$ cat config.mk
export PLATFORM = sky130hd
export DESIGN_NAME = cfgbank_top
export DESIGN_NICKNAME = d
export VERILOG_FILES = /design/src/rtl/cfgbank_pkg.sv /design/src/rtl/cfgbank_ctx.sv /design/src/rtl/cfgbank_mask2.sv /design/src/rtl/cfgbank_top.sv
export SDC_FILE = /design/constraint.sdc
export NUM_CORES = 1
export LEC_CHECK = 0
export BUFFER_PORTS_ARGS = -buffer_cell sky130_fd_sc_hd__buf_4
export CAP_MARGIN = 30
export CORE_UTILIZATION = 40
export CTS_CLUSTER_SIZE = 12
export DETAILED_ROUTE_END_ITERATION = 8
export GPL_TIMING_DRIVEN = 1
export HOLD_SLACK_MARGIN = 0.06
export PLACE_DENSITY = 0.67
export RECOVER_POWER = 100
export SETUP_SLACK_MARGIN = 0.1
export SLEW_MARGIN = 20
export SYNTH_ARGS = -nofsm -noshare
export SYNTH_HDL_FRONTEND = slang
export SYNTH_SLANG_ARGS = --single-unit
$ cat constraint.sdc
create_clock -name clk -period 2.87 [get_ports clk]
set_clock_uncertainty 0.05 [all_clocks]
set_input_delay 0.574 -clock clk [delete_from_list [all_inputs] [get_ports clk]]
set_output_delay 0.574 -clock clk [all_outputs]
set_load 0.01 [all_outputs]
$ cat src/rtl/cfgbank_pkg.sv
package cfgbank_pkg;
  typedef enum logic [3:0] {
    OP_NOP    = 4'd0,
    OP_SWITCH = 4'd1,
    OP_CTL    = 4'd2,
    OP_ADDR   = 4'd3,
    OP_PSEL   = 4'd4,
    OP_WR     = 4'd5,
    OP_RD     = 4'd6,
    OP_M2L    = 4'd7,
    OP_M2R    = 4'd8,
    OP_SEGCTL = 4'd9
  } op_e;

  localparam logic [1:0] PATH_CMP = 2'd0;
  localparam logic [1:0] PATH_MK1 = 2'd1;
  localparam logic [1:0] PATH_MK2 = 2'd2;
  localparam logic [1:0] PATH_MEM = 2'd3;

  localparam logic [1:0] AMODE_INC = 2'b01;
  localparam logic [1:0] AMODE_DEC = 2'b10;
endpackage

$ cat src/rtl/cfgbank_ctx.sv
module cfgbank_ctx
  import cfgbank_pkg::*;
#(
  parameter int DATA_W = 64,
  parameter int SEG_W  = 16,
  parameter int DEPTH  = 1024,
  parameter int CTL_W  = 16,
  localparam int NSEG  = DATA_W / SEG_W,
  localparam int SI_W  = (NSEG > 1) ? $clog2(NSEG) : 1,
  localparam int AW    = (DEPTH > 1) ? $clog2(DEPTH) : 1
) (
  input  logic              clk,
  input  logic              rst_n,
  input  logic              en,
  input  op_e               op,
  input  logic [SEG_W-1:0]  arg,
  output logic [CTL_W-1:0]  ctl_q,
  output logic [AW-1:0]     addr_q,
  output logic [1:0]        src_q,
  output logic [1:0]        dst_q,
  output logic [SI_W-1:0]   wseg_q,
  output logic [SI_W-1:0]   rseg_q,
  output logic [DATA_W-1:0] mask1_q,
  output logic              wr_wrap
);
  localparam logic [SI_W-1:0] LAST_SEG = SI_W'(NSEG - 1);
  localparam logic [AW-1:0]   LAST_ADR = AW'(DEPTH - 1);

  logic [CTL_W-1:0]  ctl_n;
  logic [AW-1:0]     addr_n;
  logic [1:0]        src_n, dst_n;
  logic [SI_W-1:0]   wseg_n, rseg_n;
  logic [DATA_W-1:0] mask1_n;
  logic              step;

  always_comb begin
    ctl_n   = ctl_q;
    addr_n  = addr_q;
    src_n   = src_q;
    dst_n   = dst_q;
    wseg_n  = wseg_q;
    rseg_n  = rseg_q;
    mask1_n = mask1_q;
    wr_wrap = 1'b0;
    step    = 1'b0;
    if (en) begin
      case (op)
        OP_CTL:  ctl_n = arg[CTL_W-1:0];
        OP_ADDR: if (32'(arg) < DEPTH) addr_n = arg[AW-1:0];
        OP_PSEL: begin
          src_n  = arg[1:0];
          dst_n  = arg[5:4];
          wseg_n = '0;
          rseg_n = '0;
        end
        OP_SEGCTL: begin
          wseg_n = arg[SI_W-1:0];
          rseg_n = arg[8 +: SI_W];
        end
        OP_WR: begin
          if (dst_q == PATH_MK1) mask1_n[int'(wseg_q)*SEG_W +: SEG_W] = arg;
          if (wseg_q == LAST_SEG) begin
            wseg_n  = '0;
            wr_wrap = 1'b1;
            step    = (dst_q == PATH_MEM);
          end else begin
            wseg_n = wseg_q + 1'b1;
          end
        end
        OP_RD: begin
          if (rseg_q == LAST_SEG) begin
            rseg_n = '0;
            step   = (src_q == PATH_MEM);
          end else begin
            rseg_n = rseg_q + 1'b1;
          end
        end
        default: ;
      endcase
    end
    if (step) begin
      if (ctl_q[1:0] == AMODE_INC)
        addr_n = (addr_q == LAST_ADR) ? '0 : addr_q + 1'b1;
      else if (ctl_q[1:0] == AMODE_DEC)
        addr_n = (addr_q == '0) ? LAST_ADR : addr_q - 1'b1;
    end
  end

  always_ff @(posedge clk or negedge rst_n) begin
    if (!rst_n) begin
      ctl_q   <= '0;
      addr_q  <= '0;
      src_q   <= '0;
      dst_q   <= '0;
      wseg_q  <= '0;
      rseg_q  <= '0;
      mask1_q <= '0;
    end else if (en) begin
      ctl_q   <= ctl_n;
      addr_q  <= addr_n;
      src_q   <= src_n;
      dst_q   <= dst_n;
      wseg_q  <= wseg_n;
      rseg_q  <= rseg_n;
      mask1_q <= mask1_n;
    end
  end

  p_addr_in_range_r7: assert property (@(posedge clk) disable iff (!rst_n)
    32'(addr_q) < DEPTH);

  p_idle_hold_r2: assert property (@(posedge clk) disable iff (!rst_n)
    !en |=> $stable({ctl_q, addr_q, src_q, dst_q, wseg_q, rseg_q, mask1_q}));

  p_wseg_wrap_r5: assert property (@(posedge clk) disable iff (!rst_n)
    (en && op == OP_WR && wseg_q == LAST_SEG) |=> (wseg_q == '0));

  p_bad_addr_ignored_r8: assert property (@(posedge clk) disable iff (!rst_n)
    (en && op == OP_ADDR && 32'(arg) >= DEPTH) |=> $stable(addr_q));
endmodule

$ cat src/rtl/cfgbank_mask2.sv
module cfgbank_mask2 #(
  parameter int DATA_W = 64,
  parameter int SEG_W  = 16,
  localparam int NSEG  = DATA_W / SEG_W,
  localparam int SI_W  = (NSEG > 1) ? $clog2(NSEG) : 1
) (
  input  logic              clk,
  input  logic              rst_n,
  input  logic              wr_en,
  input  logic [SI_W-1:0]   seg,
  input  logic [SEG_W-1:0]  data,
  input  logic              shl,
  input  logic              shr,
  output logic [DATA_W-1:0] mask_q
);
  logic [DATA_W-1:0] mask_n;
  logic              upd;

  always_comb begin
    mask_n = mask_q;
    if (wr_en)    mask_n[int'(seg)*SEG_W +: SEG_W] = data;
    else if (shl) mask_n = {mask_q[DATA_W-2:0], 1'b0};
    else if (shr) mask_n = {1'b0, mask_q[DATA_W-1:1]};
    upd = wr_en | shl | shr;
  end

  always_ff @(posedge clk or negedge rst_n) begin
    if (!rst_n)   mask_q <= '0;
    else if (upd) mask_q <= mask_n;
  end

  p_shift_left_r10: assert property (@(posedge clk) disable iff (!rst_n)
    (shl && !wr_en) |=> (mask_q == ($past(mask_q) << 1)));

  p_shift_right_r10: assert property (@(posedge clk) disable iff (!rst_n)
    (shr && !wr_en && !shl) |=> (mask_q == ($past(mask_q) >> 1)));
endmodule

$ cat src/rtl/cfgbank_top.sv
module cfgbank_top
  import cfgbank_pkg::*;
#(
  parameter int DATA_W = 64,
  parameter int SEG_W  = 16,
  parameter int DEPTH  = 1024,
  parameter int CTL_W  = 16,
  localparam int NSEG  = DATA_W / SEG_W,
  localparam int SI_W  = (NSEG > 1) ? $clog2(NSEG) : 1,
  localparam int AW    = (DEPTH > 1) ? $clog2(DEPTH) : 1
) (
  input  logic              clk,
  input  logic              rst_n,
  input  logic              cmd_valid,
  input  logic [3:0]        cmd_op,
  input  logic [SEG_W-1:0]  cmd_arg,
  output logic              active_ctx_o,
  output logic [CTL_W-1:0]  ctl_o,
  output logic [AW-1:0]     addr_o,
  output logic [1:0]        src_o,
  output logic [1:0]        dst_o,
  output logic [SI_W-1:0]   wseg_o,
  output logic [SI_W-1:0]   rseg_o,
  output logic [DATA_W-1:0] mask1_o,
  output logic [DATA_W-1:0] mask2_o,
  output logic [SEG_W-1:0]  rd_data_o,
  output logic              match_clr_o,
  output logic              word_done_o
);
  op_e               op;
  logic              active_q, active_n;
  logic              clr_q, clr_n, done_q, done_n;
  logic              is_switch;

  logic [CTL_W-1:0]  ctl_a   [2];
  logic [AW-1:0]     addr_a  [2];
  logic [1:0]        src_a   [2];
  logic [1:0]        dst_a   [2];
  logic [SI_W-1:0]   wseg_a  [2];
  logic [SI_W-1:0]   rseg_a  [2];
  logic [DATA_W-1:0] mask1_a [2];
  logic              wrap_a  [2];

  assign op        = op_e'(cmd_op);
  assign is_switch = cmd_valid && (op == OP_SWITCH);

  for (genvar c = 0; c < 2; c++) begin : g_ctx
    cfgbank_ctx #(
      .DATA_W(DATA_W), .SEG_W(SEG_W), .DEPTH(DEPTH), .CTL_W(CTL_W)
    ) u_ctx (
      .clk     (clk),
      .rst_n   (rst_n),
      .en      (cmd_valid && (active_q == 1'(c))),
      .op      (op),
      .arg     (cmd_arg),
      .ctl_q   (ctl_a[c]),
      .addr_q  (addr_a[c]),
      .src_q   (src_a[c]),
      .dst_q   (dst_a[c]),
      .wseg_q  (wseg_a[c]),
      .rseg_q  (rseg_a[c]),
      .mask1_q (mask1_a[c]),
      .wr_wrap (wrap_a[c])
    );
  end

  cfgbank_mask2 #(.DATA_W(DATA_W), .SEG_W(SEG_W)) u_mask2 (
    .clk    (clk),
    .rst_n  (rst_n),
    .wr_en  (cmd_valid && op == OP_WR && dst_a[active_q] == PATH_MK2),
    .seg    (wseg_a[active_q]),
    .data   (cmd_arg),
    .shl    (cmd_valid && op == OP_M2L),
    .shr    (cmd_valid && op == OP_M2R),
    .mask_q (mask2_o)
  );

  always_comb begin
    active_n = is_switch ? cmd_arg[0] : active_q;
    clr_n    = is_switch;
    done_n   = cmd_valid && wrap_a[active_q];
  end

  always_ff @(posedge clk or negedge rst_n) begin
    if (!rst_n) begin
      active_q <= 1'b0;
      clr_q    <= 1'b0;
      done_q   <= 1'b0;
    end else begin
      active_q <= active_n;
      clr_q    <= clr_n;
      done_q   <= done_n;
    end
  end

  always_comb begin
    case (src_a[active_q])
      PATH_MK1: rd_data_o = mask1_a[active_q][int'(rseg_a[active_q])*SEG_W +: SEG_W];
      PATH_MK2: rd_data_o = mask2_o[int'(rseg_a[active_q])*SEG_W +: SEG_W];
      default:  rd_data_o = '0;
    endcase
  end

  assign active_ctx_o = active_q;
  assign ctl_o        = ctl_a[active_q];
  assign addr_o       = addr_a[active_q];
  assign src_o        = src_a[active_q];
  assign dst_o        = dst_a[active_q];
  assign wseg_o       = wseg_a[active_q];
  assign rseg_o       = rseg_a[active_q];
  assign mask1_o      = mask1_a[active_q];
  assign match_clr_o  = clr_q;
  assign word_done_o  = done_q;

  p_switch_clr_r3: assert property (@(posedge clk) disable iff (!rst_n)
    is_switch |=> (match_clr_o && active_ctx_o == $past(cmd_arg[0])));

  p_no_stray_clr_r3: assert property (@(posedge clk) disable iff (!rst_n)
    !is_switch |=> !match_clr_o);

  p_ctx_only_by_switch_r2: assert property (@(posedge clk) disable iff (!rst_n)
    !is_switch |=> $stable(active_ctx_o));
endmodule

# After elaboration in Yosys (flattened, before gate mapping)
# Index checks and enable logic that the tools add are counted.
totals:
  register_bits: 263
  latch_bits: 0
  ram_bits: 0
  mem_bits_ro: 0
  input_bits: 23
  wordCells: 162
  mem_count: 0
op_classes:
  add_sub_neg: 11
  multipliers: 0
  div: 0
  order_cmp: 2
  eq_ne: 28
  n_shift: 8
  n_mux: 67
  n_bitwise: 4
  reduce_logical: 24
op_table:
  columns: ["cell", "count"]
  rows:
  - ["2-to-1 mux 64 bit", 6]
  - ["bitwise mux 64 bit", 3]
  - ["variable shift 16 x 33 -> 64 bit (first input constant)", 3]
  - ["variable part select 16 x 33 -> 64 bit", 3]
  - ["2-to-1 mux 10 bit", 17]
  - ["variable part select 64 x 7 -> 16 bit", 2]
  - ["negator 6 -> 33 bit", 3]
  - ["2-to-1 mux 16 bit", 3]
  - ["2-to-1 mux 2 bit", 16]
  - ["case mux 16 bit (2 select lines)", 1]
  - ["equality test 2 bit (second input constant)", 12]
  - ["case mux 2 bit (3 select lines)", 4]
  - ["adder 10 x 1 -> 10 bit (second input constant)", 2]
  - ["equality test 10 bit (second input constant)", 2]
  - ["zero test 10 bit", 2]
  - ["subtractor 10 x 1 -> 10 bit (second input constant)", 2]
  - ["AND reduction 2 bit", 9]
  - ["equality test 4 x 3 -> 1 bit (second input constant)", 4]
  - ["less-than comparator 16 x 11 -> 1 bit (second input constant)", 1]
  - ["2-to-1 mux 1 bit", 15]
  - ["equality test 2 x 1 -> 1 bit (second input constant)", 5]
  - ["nonzero test 3 bit", 3]
  - ["adder 2 x 1 -> 2 bit (second input constant)", 4]
  - ["equality test 4 x 2 -> 1 bit (second input constant)", 2]
  - ["other kinds (9)", 20]

# Depth between registers and ports, before layout
depth:
  word_depth: 9
  ltp_mapped: 15
  mapped_depth_nobuf: 9

# Cells and area by module
# Synthesis repeated with hierarchy kept, for this count alone.
hier_totals:
  hier_cells: 1696
  area_unflattened_um2: 16130.5
modules_own_cells:
  columns: ["mod", "n_inst", "cells_each", "area_per_inst_um2", "seq_area_each_um2"]
  rows:
  - ["cfgbank_ctx (g_ctx[1].u_ctx)", 1, 527, 4828.4, 2452.4]
  - ["cfgbank_ctx (g_ctx[0].u_ctx)", 1, 504, 4777.1, 2452.4]
  - ["cfgbank_mask2", 1, 386, 4060.1, 1601.5]
  - ["cfgbank_top", 1, 279, 2464.9, 75.1]

# Worst setup path after synthesis
# No wires, ideal clock.
synth_timing:
  path_type: "register to output"
  startpoint: "register active_q, in the netlist active_ctx_o"
  endpoint: "output port rd_data_o[10]"
  arrival_ns: 2.685
  t_required_ns: 2.246
  setup_slack_ns: -0.439
  path_stages_with_launch: 11
  cell_sequence: "dfrtp_1 buf_4 buf_4 buf_2 buf_2 mux2i_1 ha_1 clkbuf_1 mux4_2 nor2_1 nor3_1"
synth_via:
  elab_chain_len: 6
  elab_cells_between_ends: 15
synth_lines:
  columns: ["element", "line_no", "rtl"]
  rows:
  - ["start, declared", "cfgbank_top.sv:31", "logic active_q, active_n;"]
  - ["start signal, assigned", "cfgbank_top.sv:90", "active_q <= active_n;"]
  - ["NOT 1 -> 2 bit (implied by the code) *", "cfgbank_top.sv:97, cfgbank_top.sv:98, cfgbank_top.sv:99", null]
  - ["2-to-1 mux 2 bit (implied by the code) (tied with other cells) (3 in series)", "cfgbank_top.sv:98, cfgbank_top.sv:99", null]
  - ["variable part select 64 x 7 -> 16 bit (tied with other cells)", "cfgbank_top.sv:99", "PATH_MK2: rd_data_o = mask2_o[int'(rseg_a[active_q])*SEG_W +: SEG_W];"]
  - ["case mux 16 bit (2 select lines) *", "cfgbank_top.sv:97", "case (src_a[active_q])"]
  - ["end, declared", "cfgbank_top.sv:26", "output logic [SEG_W-1:0] rd_data_o,"]
# Mark *: on every way between the ends. The rest lies on a longest branch, timed or not. The select of a mux whose other input is x is not followed.

# Worst setup path after layout
layout_timing:
  startpoint: "register active_q, in the netlist active_ctx_o"
  endpoint: "output port rd_data_o[8]"
# Same word-level chain as after synthesis.

==> flow_summary.toml <==
[sta]
fin_ws_ps = -459
fin_crit_ps = 3330
period_share_pct = 116
clock.fmax_mhz = 300
report.final.slew_viol_count = 64
rsz0062_at_grt = "true"
finalHoldViolCount = 0
setup_viol = 17
max_slew_margin_pct = -9.71
worstMarginPinSlew_ps = 1650

[floorplanning]
core-area_mm2 = 0.0386
placementRows = 72
die-height_um = 200
die_area_mm2 = 0.0399
io_pins = 204
die_w_um = 200
initial_core_util_pct = 40.5

[final_layout]
fin_cells = 2369
drive_above_1_share_pct = 35.6
area_growth_syn_to_layout_pct = 27.2
nets = 1872

[yosys]
synth_edf_count = 0
synth.top_cells.by_area = "dfrtp_1 42%, mux2_2 10%, nand2_1 7.1%"
mappedNetlistArea_mm2 = 0.0156
postSynthAreaPerCell_um2 = 9.71
synth-warning-count = 0
async_reset_ff_share_pct = 100
synthAdderAreaFrac_pct = 1.68
synth-compound-area-share_pct = 13.5
synthFlopType = "dfrtp_1"
synth_top_area_share_pct = 42.1
syn-instance-count = 1610
seq_area_frac_synth_pct = 42.1
netlist.top_cell.by_area = "dfrtp_1"
synthDistinctLibCells = 84
synth-xor-area-share_pct = 0.280
ys_seq_elements = 263
syn_nets = 1654
yosys.area_share.simple_pct = 16.2
synth_top_family_by_area = "multiplexers"
synth_mux_area_share_pct = 21.7

[global_route]
antenna_found_initial = 4
first_global_vias = 13451
grt_pass1_wl_um = 88100
grtUsageTotal_pct = 29.8
grt_max_degree = 64
gr-total-overflow = 0

[route]
drtPass1Iterations = 5
wl_per_cell_um = 25.0
totalWireLength_um = 59300
vias_per_cell = 6.00
ant_nets = 0
vias = 14213
drc_errors = 0
first_iter_violations = 1769

[power]
power_density_mw_per_mm2 = 652
total_power_uw = 13000
ir_worst_vdd_uv = 502
p_leak_uw = 0.00870

[placement]
dp_hpwl_um = 41400
dp_cells = 2299
gp_congestion = 1.00
post-place-ws_ps = 0.209
port_buffers = 203

[critical_path]
cp-start-kind = "flip-flop"
crit_type = "flip-flop to primary output"
setup.worst_path.start = "active_ctx_o$_DFFE_PN0P_"
crit_path_max_fanout = 8
reg2reg_slack_ps = 150
critical_path.endpoint_type = "primary output"
crit_required_ps = 2250
crit_arrival_ps = 2710
reg2reg_from = "active_ctx_o$_DFFE_PN0P_"

[cts]
h-tree-depth = 1
cts_root_buffer = "clkbuf_16"
clock_latency_ps = 600
cts.sinks = 263
cts_inserted_buffers = 30
clkTransAtPathRegs_ps = 60
clockBufferDepth = 3
cts_tree = "done"

[worst_hold_path]
hold_path.class = "primary input to flip-flop"
hp-start = "cmd_arg[15]"

[status]
violations = "max-capacitance violations, max-slew violations, negative setup slack"
status = "finished with violations"

[flow_run]
drv_cap = 1
routing by layer:
layer / share of wire, % / wire length [um] / up-vias / track usage [%]
met3: 10 / 5940 / 161 / 7.04
met2: 44 / 26000 / 813 / 42.9
met1: 41 / 24400 / 7020 / 41.7
met4: 4.7 / 2810 / 8 / 14.1
li1: - / - / 6211 / -
met5: 0.21 / 122 / - / 1.48
final timing paths:
kind | to | cells past startpoint
max reg2reg | g_ctx[1].u_ctx.addr_q[3]$_DFFE_PN0P_ | 9
max | rd_data_o[8] | 7
max in group asynchronous | g_ctx[1].u_ctx.mask1_q[1]$_DFFE_PN0P_ | 3
min in group asynchronous | g_ctx[0].u_ctx.mask1_q[56]$_DFFE_PN0P_ | 2
min reg2reg | g_ctx[0].u_ctx.mask1_q[8]$_DFFE_PN0P_ | 2
min | g_ctx[1].u_ctx.mask1_q[63]$_DFFE_PN0P_ | 3
cells by family after synthesis:
logic type	after synthesis
mux	265
flops	263
xor+xnor	5
buf+inv	157
compound gates	345
simple gates	554
fa+ha+maj	21
critical path, stage by stage (launching register included):
cell and delay [ps]:
dfrtp_4 570, buf_16 190, buf_12 110, mux2_2 360
mux4_2 510, nor2_4 160, nor3_2 70, buf_4 160
synth_stat cells (all sizes together), types with 10 or more instances:
cell type	instances
nand2	295
dfrtp	263
mux2	193
o21ai	180
clkbuf	94
nor2	88
a21oi	52
nand3	51
buf	45
mux2i	40
a22oi	38
mux4	32
nor3	31
ha	21
inv	17
nand2b	15
nor4	12
and3	10
nor3b	10
layout make-up:
class,instances,area [um^2]
fillers,3420,18800
multi-input cells,1190,8720
flip-flops and latches,263,6590
repair buffers,325,2850
clock buffers,44,903
well taps,518,648
clock inverters,10,111
inverters,18,68.8
diodes,1,2.50
report_power, final:
| part | leakage, uW | internal, uW | switching (uW) |
|---|---|---|---|
| Clock | 0.000492 | 2270 | 1640 |
| Combinational | 0.00472 | 2060 | 2260 |
| Sequential | 0.00348 | 4080 | 669 |
state kept, by name, summed over array words and instances (netlist names):
register             count
g_ctx.u_ctx.rseg_q       4
word_done_o              1
g_ctx.u_ctx.mask1_q    128
g_ctx.u_ctx.ctl_q       32
g_ctx.u_ctx.src_q        4
g_ctx.u_ctx.addr_q      20
active_ctx_o             1
g_ctx.u_ctx.wseg_q       4
match_clr_o              1
u_mask2.mask_q          64
g_ctx.u_ctx.dst_q        4
cells in the final DEF (no fill, tap or decap), drive strengths merged, types with 9 or more instances in the layout:
cell	n
nor3	31
dfrtp	263
nor2	88
ha	21
mux4	32
nand2b	15
nor3b	10
buf	314
a22oi	38
nor2b	9
nand2	295
o21ai	180
nor4	12
and3	10
a31oi	9
clkbuf	53
mux2i	40
nand3	51
a21oi	52
mux2	193
inv	17
per-stage QoR:
stage                     utilization, %  setup TNS, ps  area, um^2  hold slack [ps]
final                               51.5          -6990       19900              314
after global routing                51.5         -16470       19900              314
after CTS                           51.0          -7090       19700              286
after detailed placement            47.3              0       18300              420
after global placement              47.3              0       18300              408
after floorplan                        -              0       15800              228
timing repair:
action                     in CTS  in global routing
pin swaps                       2                  6
gates cloned                    5                  2
gates resized for setup        68                 46
setup buffers                   6                  1
setup endpoints to repair      34                 31
hold buffers                    1                  0
hold endpoints to repair       58                  0
No activity file was read; power rests on OpenSTA's default activity.
